File: config.mk
export PLATFORM = sky130hd
export DESIGN_NAME = link_reset_seq
export DESIGN_NICKNAME = d
export VERILOG_FILES = /design/src/rtl/lrs_pkg.sv /design/src/rtl/lrs_tick_timer.sv /design/src/rtl/lrs_try_counter.sv /design/src/rtl/link_reset_seq.sv
export SDC_FILE = /design/constraint.sdc
export NUM_CORES = 1
export LEC_CHECK = 0
export BUFFER_PORTS_ARGS = -buffer_cell sky130_fd_sc_hd__buf_2
export CORE_ASPECT_RATIO = 1.2
export CORE_MARGIN = 4
export CORE_UTILIZATION = 25
export DETAILED_ROUTE_END_ITERATION = 8
export PLACE_DENSITY = 0.45
export SLEW_MARGIN = 20
export SYNTH_ARGS = -nofsm -noshare
export SYNTH_HDL_FRONTEND = slang
export SYNTH_SLANG_ARGS = --single-unit
File: constraint.sdc
create_clock -name clk -period 2.24 [get_ports clk]
set_input_delay 0.336 -clock clk [delete_from_list [all_inputs] [get_ports clk]]
set_output_delay 0.336 -clock clk [all_outputs]
set_load 0.01 [all_outputs]
File: src/rtl/lrs_pkg.sv
package lrs_pkg;

    typedef enum logic [3:0] {
        ST_IDLE,
        ST_BRST,
        ST_SETTLE,
        ST_WR,
        ST_POLL,
        ST_REN,
        ST_GAP,
        ST_RDIS,
        ST_FIN
    } lrs_state_e;

    typedef struct packed {
        logic bridge_rst;
        logic stat_wr;
        logic ren;
        logic rdis;
        logic done;
    } lrs_out_t;

    function automatic lrs_out_t lrs_decode(lrs_state_e st);
        lrs_out_t o;
        o            = '0;
        o.bridge_rst = (st == ST_BRST);
        o.stat_wr    = (st == ST_WR);
        o.ren        = (st == ST_REN);
        o.rdis       = (st == ST_RDIS);
        o.done       = (st == ST_FIN);
        return o;
    endfunction

    function automatic int lrs_max4(int a, int b, int c, int d);
        int m;
        m = a;
        if (b > m) m = b;
        if (c > m) m = c;
        if (d > m) m = d;
        return m;
    endfunction

endpackage

File: src/rtl/lrs_tick_timer.sv
module lrs_tick_timer #(
    parameter int TW = 4
) (
    input  logic          clk,
    input  logic          rst,
    input  logic          clr,
    input  logic          tick,
    input  logic [TW-1:0] limit,
    output logic          expire
);
    logic [TW-1:0] cnt;

    always_ff @(posedge clk) begin
        if (rst || clr)
            cnt <= '0;
        else if (tick)
            cnt <= cnt + TW'(1);
    end

    assign expire = tick && (cnt == (limit - TW'(1)));
endmodule

File: src/rtl/lrs_try_counter.sv
module lrs_try_counter #(
    parameter int MAX_TRIES = 1000,
    localparam int NW = $clog2(MAX_TRIES + 1)
) (
    input  logic clk,
    input  logic rst,
    input  logic clr,
    input  logic inc,
    output logic last
);
    logic [NW-1:0] cnt;

    always_ff @(posedge clk) begin
        if (rst || clr)
            cnt <= '0;
        else if (inc)
            cnt <= cnt + NW'(1);
    end

    assign last = (cnt == NW'(MAX_TRIES - 1));
endmodule

File: src/rtl/link_reset_seq.sv
module link_reset_seq
    import lrs_pkg::*;
#(
    parameter int BRIDGE_US = 10,
    parameter int SETTLE_US = 10,
    parameter int POLL_US   = 5,
    parameter int GAP_US    = 5,
    parameter int MAX_TRIES = 1000
) (
    input  logic clk,
    input  logic rst,
    input  logic start,
    input  logic link_err,
    input  logic us_tick,
    output logic bridge_rst,
    output logic stat_wr,
    output logic remote_rst_en,
    output logic remote_rst_dis,
    output logic done,
    output logic fail
);
    localparam int LIM_MAX = lrs_max4(BRIDGE_US, SETTLE_US, POLL_US, GAP_US);
    localparam int TW      = $clog2(LIM_MAX + 1);

    lrs_state_e    state, nxt;
    lrs_out_t      outs;
    logic [TW-1:0] limit;
    logic          expire, last_try;
    logic          sample_up, sample_err, give_up;

    // window length per timed state
    always_comb begin
        case (state)
            ST_BRST:   limit = TW'(BRIDGE_US);
            ST_SETTLE: limit = TW'(SETTLE_US);
            ST_POLL:   limit = TW'(POLL_US);
            ST_GAP:    limit = TW'(GAP_US);
            default:   limit = TW'(1);
        endcase
    end

    assign sample_up  = (state == ST_POLL) && expire && !link_err;
    assign sample_err = (state == ST_POLL) && expire && link_err;
    assign give_up    = sample_err && last_try;

    always_comb begin
        nxt = state;
        case (state)
            ST_IDLE:   if (start)  nxt = ST_BRST;
            ST_BRST:   if (expire) nxt = ST_SETTLE;
            ST_SETTLE: if (expire) nxt = ST_WR;
            ST_WR:                 nxt = ST_POLL;
            ST_POLL: begin
                if (sample_up)       nxt = ST_REN;
                else if (give_up)    nxt = ST_FIN;
                else if (sample_err) nxt = ST_WR;
            end
            ST_REN:                nxt = ST_GAP;
            ST_GAP:    if (expire) nxt = ST_RDIS;
            ST_RDIS:               nxt = ST_FIN;
            ST_FIN:                nxt = ST_IDLE;
            default:               nxt = ST_IDLE;
        endcase
    end

    always_ff @(posedge clk) begin
        if (rst)
            state <= ST_IDLE;
        else
            state <= nxt;
    end

    always_ff @(posedge clk) begin
        if (rst)
            fail <= 1'b0;
        else if (state == ST_IDLE && start)
            fail <= 1'b0;
        else if (give_up)
            fail <= 1'b1;
    end

    lrs_tick_timer #(.TW(TW)) u_timer (
        .clk    (clk),
        .rst    (rst),
        .clr    (nxt != state),
        .tick   (us_tick),
        .limit  (limit),
        .expire (expire)
    );

    lrs_try_counter #(.MAX_TRIES(MAX_TRIES)) u_tries (
        .clk  (clk),
        .rst  (rst),
        .clr  (state == ST_IDLE),
        .inc  (sample_err && !last_try),
        .last (last_try)
    );

    assign outs           = lrs_decode(state);
    assign bridge_rst     = outs.bridge_rst;
    assign stat_wr        = outs.stat_wr;
    assign remote_rst_en  = outs.ren;
    assign remote_rst_dis = outs.rdis;
    assign done           = outs.done;
endmodule

After elaboration in Yosys (flattened, before gate mapping)
Index checks and enable logic that the tools add are counted.

word-level totals
  bits of input ports = 5
  output and inout bits = 6
  flip-flop bits (word level) = 19
  word-level logic and storage cells = 42

cells by class
  eq/ne operators = 11
  mux-type cells = 9
  $add $sub $neg = 3
  reductions and logical operators = 15

operator list
  kind                   number
  $pmux 4 s8             1
  $mux 4                 7
  $eq 4x3->1 const B     4
  $add 10x1->10 const B  1
  $eq 10x10->1 const B   1
  $eq 4x2->1 const B     2
  $pmux 4 s2             1
  $logic_and 1x1->1      7
  $reduce_or 2->1        3
  $add 4x1->4 const B    1
  $eq 4x1->1 const B     1
  $eq 4x4->1             1
  $eq 4x4->1 const B     1
  $logic_not 4->1        1
  $ne 4x4->1             1
  $sub 4x1->4 const B    1
  $logic_not 1->1        2
  $logic_or 1x1->1       2

Longest topological paths before layout
  depth in word-level cells = 14
  depth in mapped cells = 6
  depth with buffers taken out = 6

Hierarchy
Synthesis repeated with hierarchy kept, for this count alone.

unflattened totals
  cell total of the unflattened synthesis = 127
  area total of the unflattened synthesis = 1119.8 µm²

modules (own cells, without submodules)
  module           cells an instance  times used  area an instance (µm²)  sequential area each (µm²)
  lrs_try_counter  51                 1           459.2                   200.2
  link_reset_seq   50                 1           397.9                   100.1
  lrs_tick_timer   26                 1           262.8                   80.1

Worst setup path before layout
Ideal clock, no wire load.

  kind = register to register
  start point = register state[2]
  end point = register u_tries.cnt[9]
  stages on the path, launching flop included = 7
  arrival time = 1876 ps
  setup slack = 293 ps
  buffers on the path = 1
  cell sequence = dfxtp_1 clkbuf_1 and2b_1 nand4_4 or4_4 or3_1 a21oi_1

between the ends
  word-level cells in the longest chain between the ends = 9
  elaborated cells between the ends (all ways) = 15
  classes of those cells = add/sub: 1; eq/ne: 5; mux: 1; reduce/logical: 8

ends and longest elaborated chain
  element                             RTL line                                    RTL
  start, declared                     link_reset_seq.sv:25                        lrs_state_e state, nxt;
  start signal, assigned              link_reset_seq.sv:70                        state <= nxt;
  $eq 4x3->1 (tied with other cells)  link_reset_seq.sv:33, link_reset_seq.sv:43
  $reduce_or 2->1 (no source line)    -
  $pmux 4 s2                          link_reset_seq.sv:33                        case (state)
  $sub 4x1->4                         lrs_tick_timer.sv:20                        assign expire = tick && (cnt == (limit - TW'(1)));
  $eq 4x4->1                          lrs_tick_timer.sv:20
  $logic_and 1x1->1                   lrs_tick_timer.sv:20
  $logic_and 1x1->1 (2 in series)     link_reset_seq.sv:43                        assign sample_err = (state == ST_POLL) && expire && link_err;
  $logic_and 1x1->1                   link_reset_seq.sv:95                        .inc (sample_err && !last_try),
  end signal, assigned                lrs_try_counter.sv:17                       cnt <= cnt + NW'(1);
  end, declared                       lrs_try_counter.sv:11                       logic [NW-1:0] cnt;

Parallel ways exist; a longest one is shown, timed or not.
A chain may end at the register's enable or synchronous reset.

Worst setup path after layout
  start point = register u_timer.cnt[0]
  end point = register u_tries.cnt[9]

between the ends
  word-level cells in the longest chain between the ends = 5

ends and longest elaborated chain
  element                          RTL line              RTL
  start, declared                  lrs_tick_timer.sv:11  logic [TW-1:0] cnt;
  start signal, assigned           lrs_tick_timer.sv:17  cnt <= cnt + TW'(1);
  $eq 4x4->1                       lrs_tick_timer.sv:20
  $logic_and 1x1->1                lrs_tick_timer.sv:20
  $logic_and 1x1->1 (2 in series)  link_reset_seq.sv:43
  $logic_and 1x1->1                link_reset_seq.sv:95

Every way passes these cells.

==> summary.txt <==
Synthesis
  • Syn nets: roughly 140
  • Synth area leader: dfxtp_1
  • Netlist Area Pre-Place: ~1100 um^2
  • Ranking of synthesized cells by area: dfxtp_1 (34%), xnor2_1 (6.3%), nor2_1 (6.0%), a21oi_1 (5.8%), xor2_1 (4.7%)
  • Synth warnings: 0
  • Area share of the largest cell type after synthesis: about a third
  • Avg Synthesized Cell Area: ~8.2 um^2
  • Flops & latches, synth: 19
  • EDFF count, synth: 0
  • Most frequent cell after synthesis: dfxtp_1
  • Async SR Flop Fraction: 0%
  • Seq/Total Area, Yosys: approximately a third
  • Ys flop type: dfxtp_1
  • Synth top cells by count: dfxtp_1 (19), nor2_1 (18), a21oi_1 (13)
  • Yosys cell types: about 40
  • Mapped Cells: 137

Routing
  • Vias per inst: 5.00
  • Drt wl/cell: 13.3 um
  • Met1 wire length: between 1 and 1.5 mm
  • DR iter-0 viols: 48
  • Top sig layer: met4
  • TritonRoute pass-1 iters: 4
  • Final ANT Viol Nets: 0
  • Final wirelength: ~2.8 mm
  • # DRC: 0
  • Met2 wire len: between 1 and 1.5 mm
  • DR vias: 1044
  • DR WL met3: 83 um

Worst setup path
  • FF-to-FF setup slack: 240 ps
  • Worst r2r dst: u_tries.cnt[9]$_SDFFE_PP0P_
  • WP data required: 2440 ps
  • Startpoint types: register
  • Worst endpoint data arrival time: 2190 ps
  • CP endpoint kind: register
  • Worst setup path category: register to register
  • Worst-path fanout max: 5
  • R2R depth: 5
  • Worst r2r src: u_timer.cnt[0]$_SDFFE_PP0P_

Pwr
  • Psw: 230 uW
  • Switching Share: between 30% and 40%
  • Power Internal: 531 uW
  • Combinational power share: 20.5%
  • Share of total power in the clock network: between 30% and 40%
  • Reg power frac: a little under half
  • Leakage power: ~0.00048 uW
  • Peak supply drop: approximately 0.29 mV
  • PD cells: just under 600 nW/um^2

STA
  • # setup viols final: 0
  • Slew Limit Fails: 0
  • Slew headroom: between 60 and 70%
  • Worst-margin pin slew: approximately 560 ps
  • Clk_skew: ~2.0 ps
  • RSZ-0062 raised after global routing: no
  • Min Tclk post-route: approximately 2000 ps
  • Highest Clock Rate: between 500 and 600 MHz
  • Endpoints failing hold: 0
  • Part of the cycle the worst path needs: between 80 and 90%
  • Sum Neg Setup Slack: 0 ps

Clock network
  • CTS tree: yes
  • Total CTS buffers: 3
  • CTS root buffer: clkbuf_8
  • CTS Sinks: 19
  • Post-CTS setup buffer count: 0
  • Post-CTS resize count: 0
  • Max Root-Sink Buffers: 2
  • Hold_buf cts: 0
  • Clock Latency Late Sink: between 200 and 300 ps
  • Clock slew at reported path FFs: roughly 70 ps
  • H-tree depth: 1

Finish
  • ANT cells: 0
  • Final core utilization: a little under a third
  • Final nets: about 160
  • # fillers: about 490
  • Register area: 380 um^2
  • Synthesis-to-finish area growth: 17.6%
  • Footprint of the multi-input gates: 703 um^2
  • Final Non-Filler Cells: between 200 and 250
  • Share of layout cells above drive strength 1: between 10% and 20%

Status
  • Outcome: completed

Die
  • Core ar.: ~4300 um^2
  • DIE WIDTH: around 69 um
  • # IOs: 11
  • Die H: roughly 81 um
  • Die area: 5610 um^2
  • Starting Density: between 20% and 30%
  • Std-Cell Rows: 26

Run
  • Max-Cap Viols: 0

Min path
  • Hold Startpoint: start
  • Worst Hold Path EP: fail$_SDFFE_PP0N_
  • Worst hold stages: 2
  • Hold WC Path Type: input pin to register

GRT
  • First-pass GRT wire length: slightly above 5 mm
  • Vias in the first global route: 1040
  • Grt ovf: 0
  • Total track usage: 11.1%
  • Pin count of the biggest net entering global routing: 12
  • Antenna violations before repair: 0

Place
  • DP Wirelength: ~2.2 mm
  • Number of buffers added on ports: 10
  • Placed Cells incl. Taps: approximately 210
  • Routability cong.: approximately 0.76
-- power groups by stage --
stage          sequential, uW  combinational (uW)  clock, uW
2_1_floorplan             363                 113          0
3_3_place_gp              367                 153          0
3_5_place_dp              368                 155          0
4_1_cts                   360                 156        256
5_1_grt                   361                 174        269
6_report                  360                 156        244
-- final cells by class --
cell class,instances,area share [%]
timing repair buffer,16,7.24
inverter,5,1.43
clock buffer,3,3.14
sequential,19,29.0
clock inverter,1,0.381
tap,56,5.33
multi-input combinational,109,53.5
-- worst max-delay path by stage --
stage,start,to,slack (ps)
floorplan,state[2]$_SDFF_PP0_,u_tries.cnt[9]$_SDFFE_PP0P_,290
global placement,us_tick,u_tries.cnt[9]$_SDFFE_PP0P_,220
detailed placement,us_tick,u_tries.cnt[9]$_SDFFE_PP0P_,170
CTS,u_timer.cnt[0]$_SDFFE_PP0P_,u_tries.cnt[9]$_SDFFE_PP0P_,230
global route,u_timer.cnt[0]$_SDFFE_PP0P_,u_tries.cnt[9]$_SDFFE_PP0P_,130
finish,u_timer.cnt[0]$_SDFFE_PP0P_,u_tries.cnt[9]$_SDFFE_PP0P_,240
-- cells by family (layout without fill, tap and decap cells) --
logic type	after synthesis	in the layout	share of synthesized area, %
AO/OA/AOI/OAI	30	30	15.9
multiplexers	1	1	0.896
XOR/XNOR	14	14	11.0
AND/OR/NAND/NOR	62	62	32.9
flip-flops	19	19	34.0
adder cells (fa/ha/maj)	2	2	2.24
buffers and inverters	9	25	3.02
-- sequential cells by signal (all words and copies together), names as in the netlist --
name and count:
fail 1, state 4, u_timer.cnt 4, u_tries.cnt 10
-- critical path: stages, from the launching register on --
cell and delay (ps):
dfxtp_1 380, nor4b_4 400, nand4_4 140, or4_4 560
or3_1 320, a21oi_1 130
-- per-layer routing --
| layer | vias to the layer above | global-route usage, % |
|---|---|---|
| li1 | 523 | - |
| met1 | 504 | 13.2 |
| met2 | 12 | 19.7 |
| met3 | 5 | 2.97 |
| met4 | 0 | 3.52 |
| met5 | - | 0 |
-- per-stage QoR --
| step | hold WS [ps] | instance area [um^2] | worst slack (ps) | total power [uW] |
|---|---|---|---|---|
| detailed placement | 487 | 1270 | 167 | 522 |
| floorplan | 408 | 1120 | 293 | 476 |
| finish | 284 | 1310 | 242 | 761 |
| global placement | 476 | 1270 | 225 | 520 |
| global route | 291 | 1310 | 133 | 804 |
| CTS | 276 | 1310 | 229 | 772 |
-- layout by cell type (no fill, tap or decap), types with 2 or more instances in the layout --
cell | Yosys | layout
xnor2_1 | 8 | 8
nor4_1 | 2 | 2
buf_2 | 0 | 10
nand2_1 | 10 | 10
clkbuf_8 | 0 | 3
a31oi_1 | 3 | 3
nor2_1 | 18 | 18
a21oi_1 | 13 | 13
o21ai_0 | 6 | 6
buf_4 | 0 | 6
dfxtp_1 | 19 | 19
xor2_1 | 6 | 6
inv_1 | 5 | 5
nand4_1 | 5 | 5
ha_1 | 2 | 2
or2_2 | 2 | 2
a211oi_1 | 2 | 2
nand2b_1 | 2 | 2
nand3_1 | 5 | 5
and3_1 | 3 | 3
No activity file was read; power rests on OpenSTA's default activity.
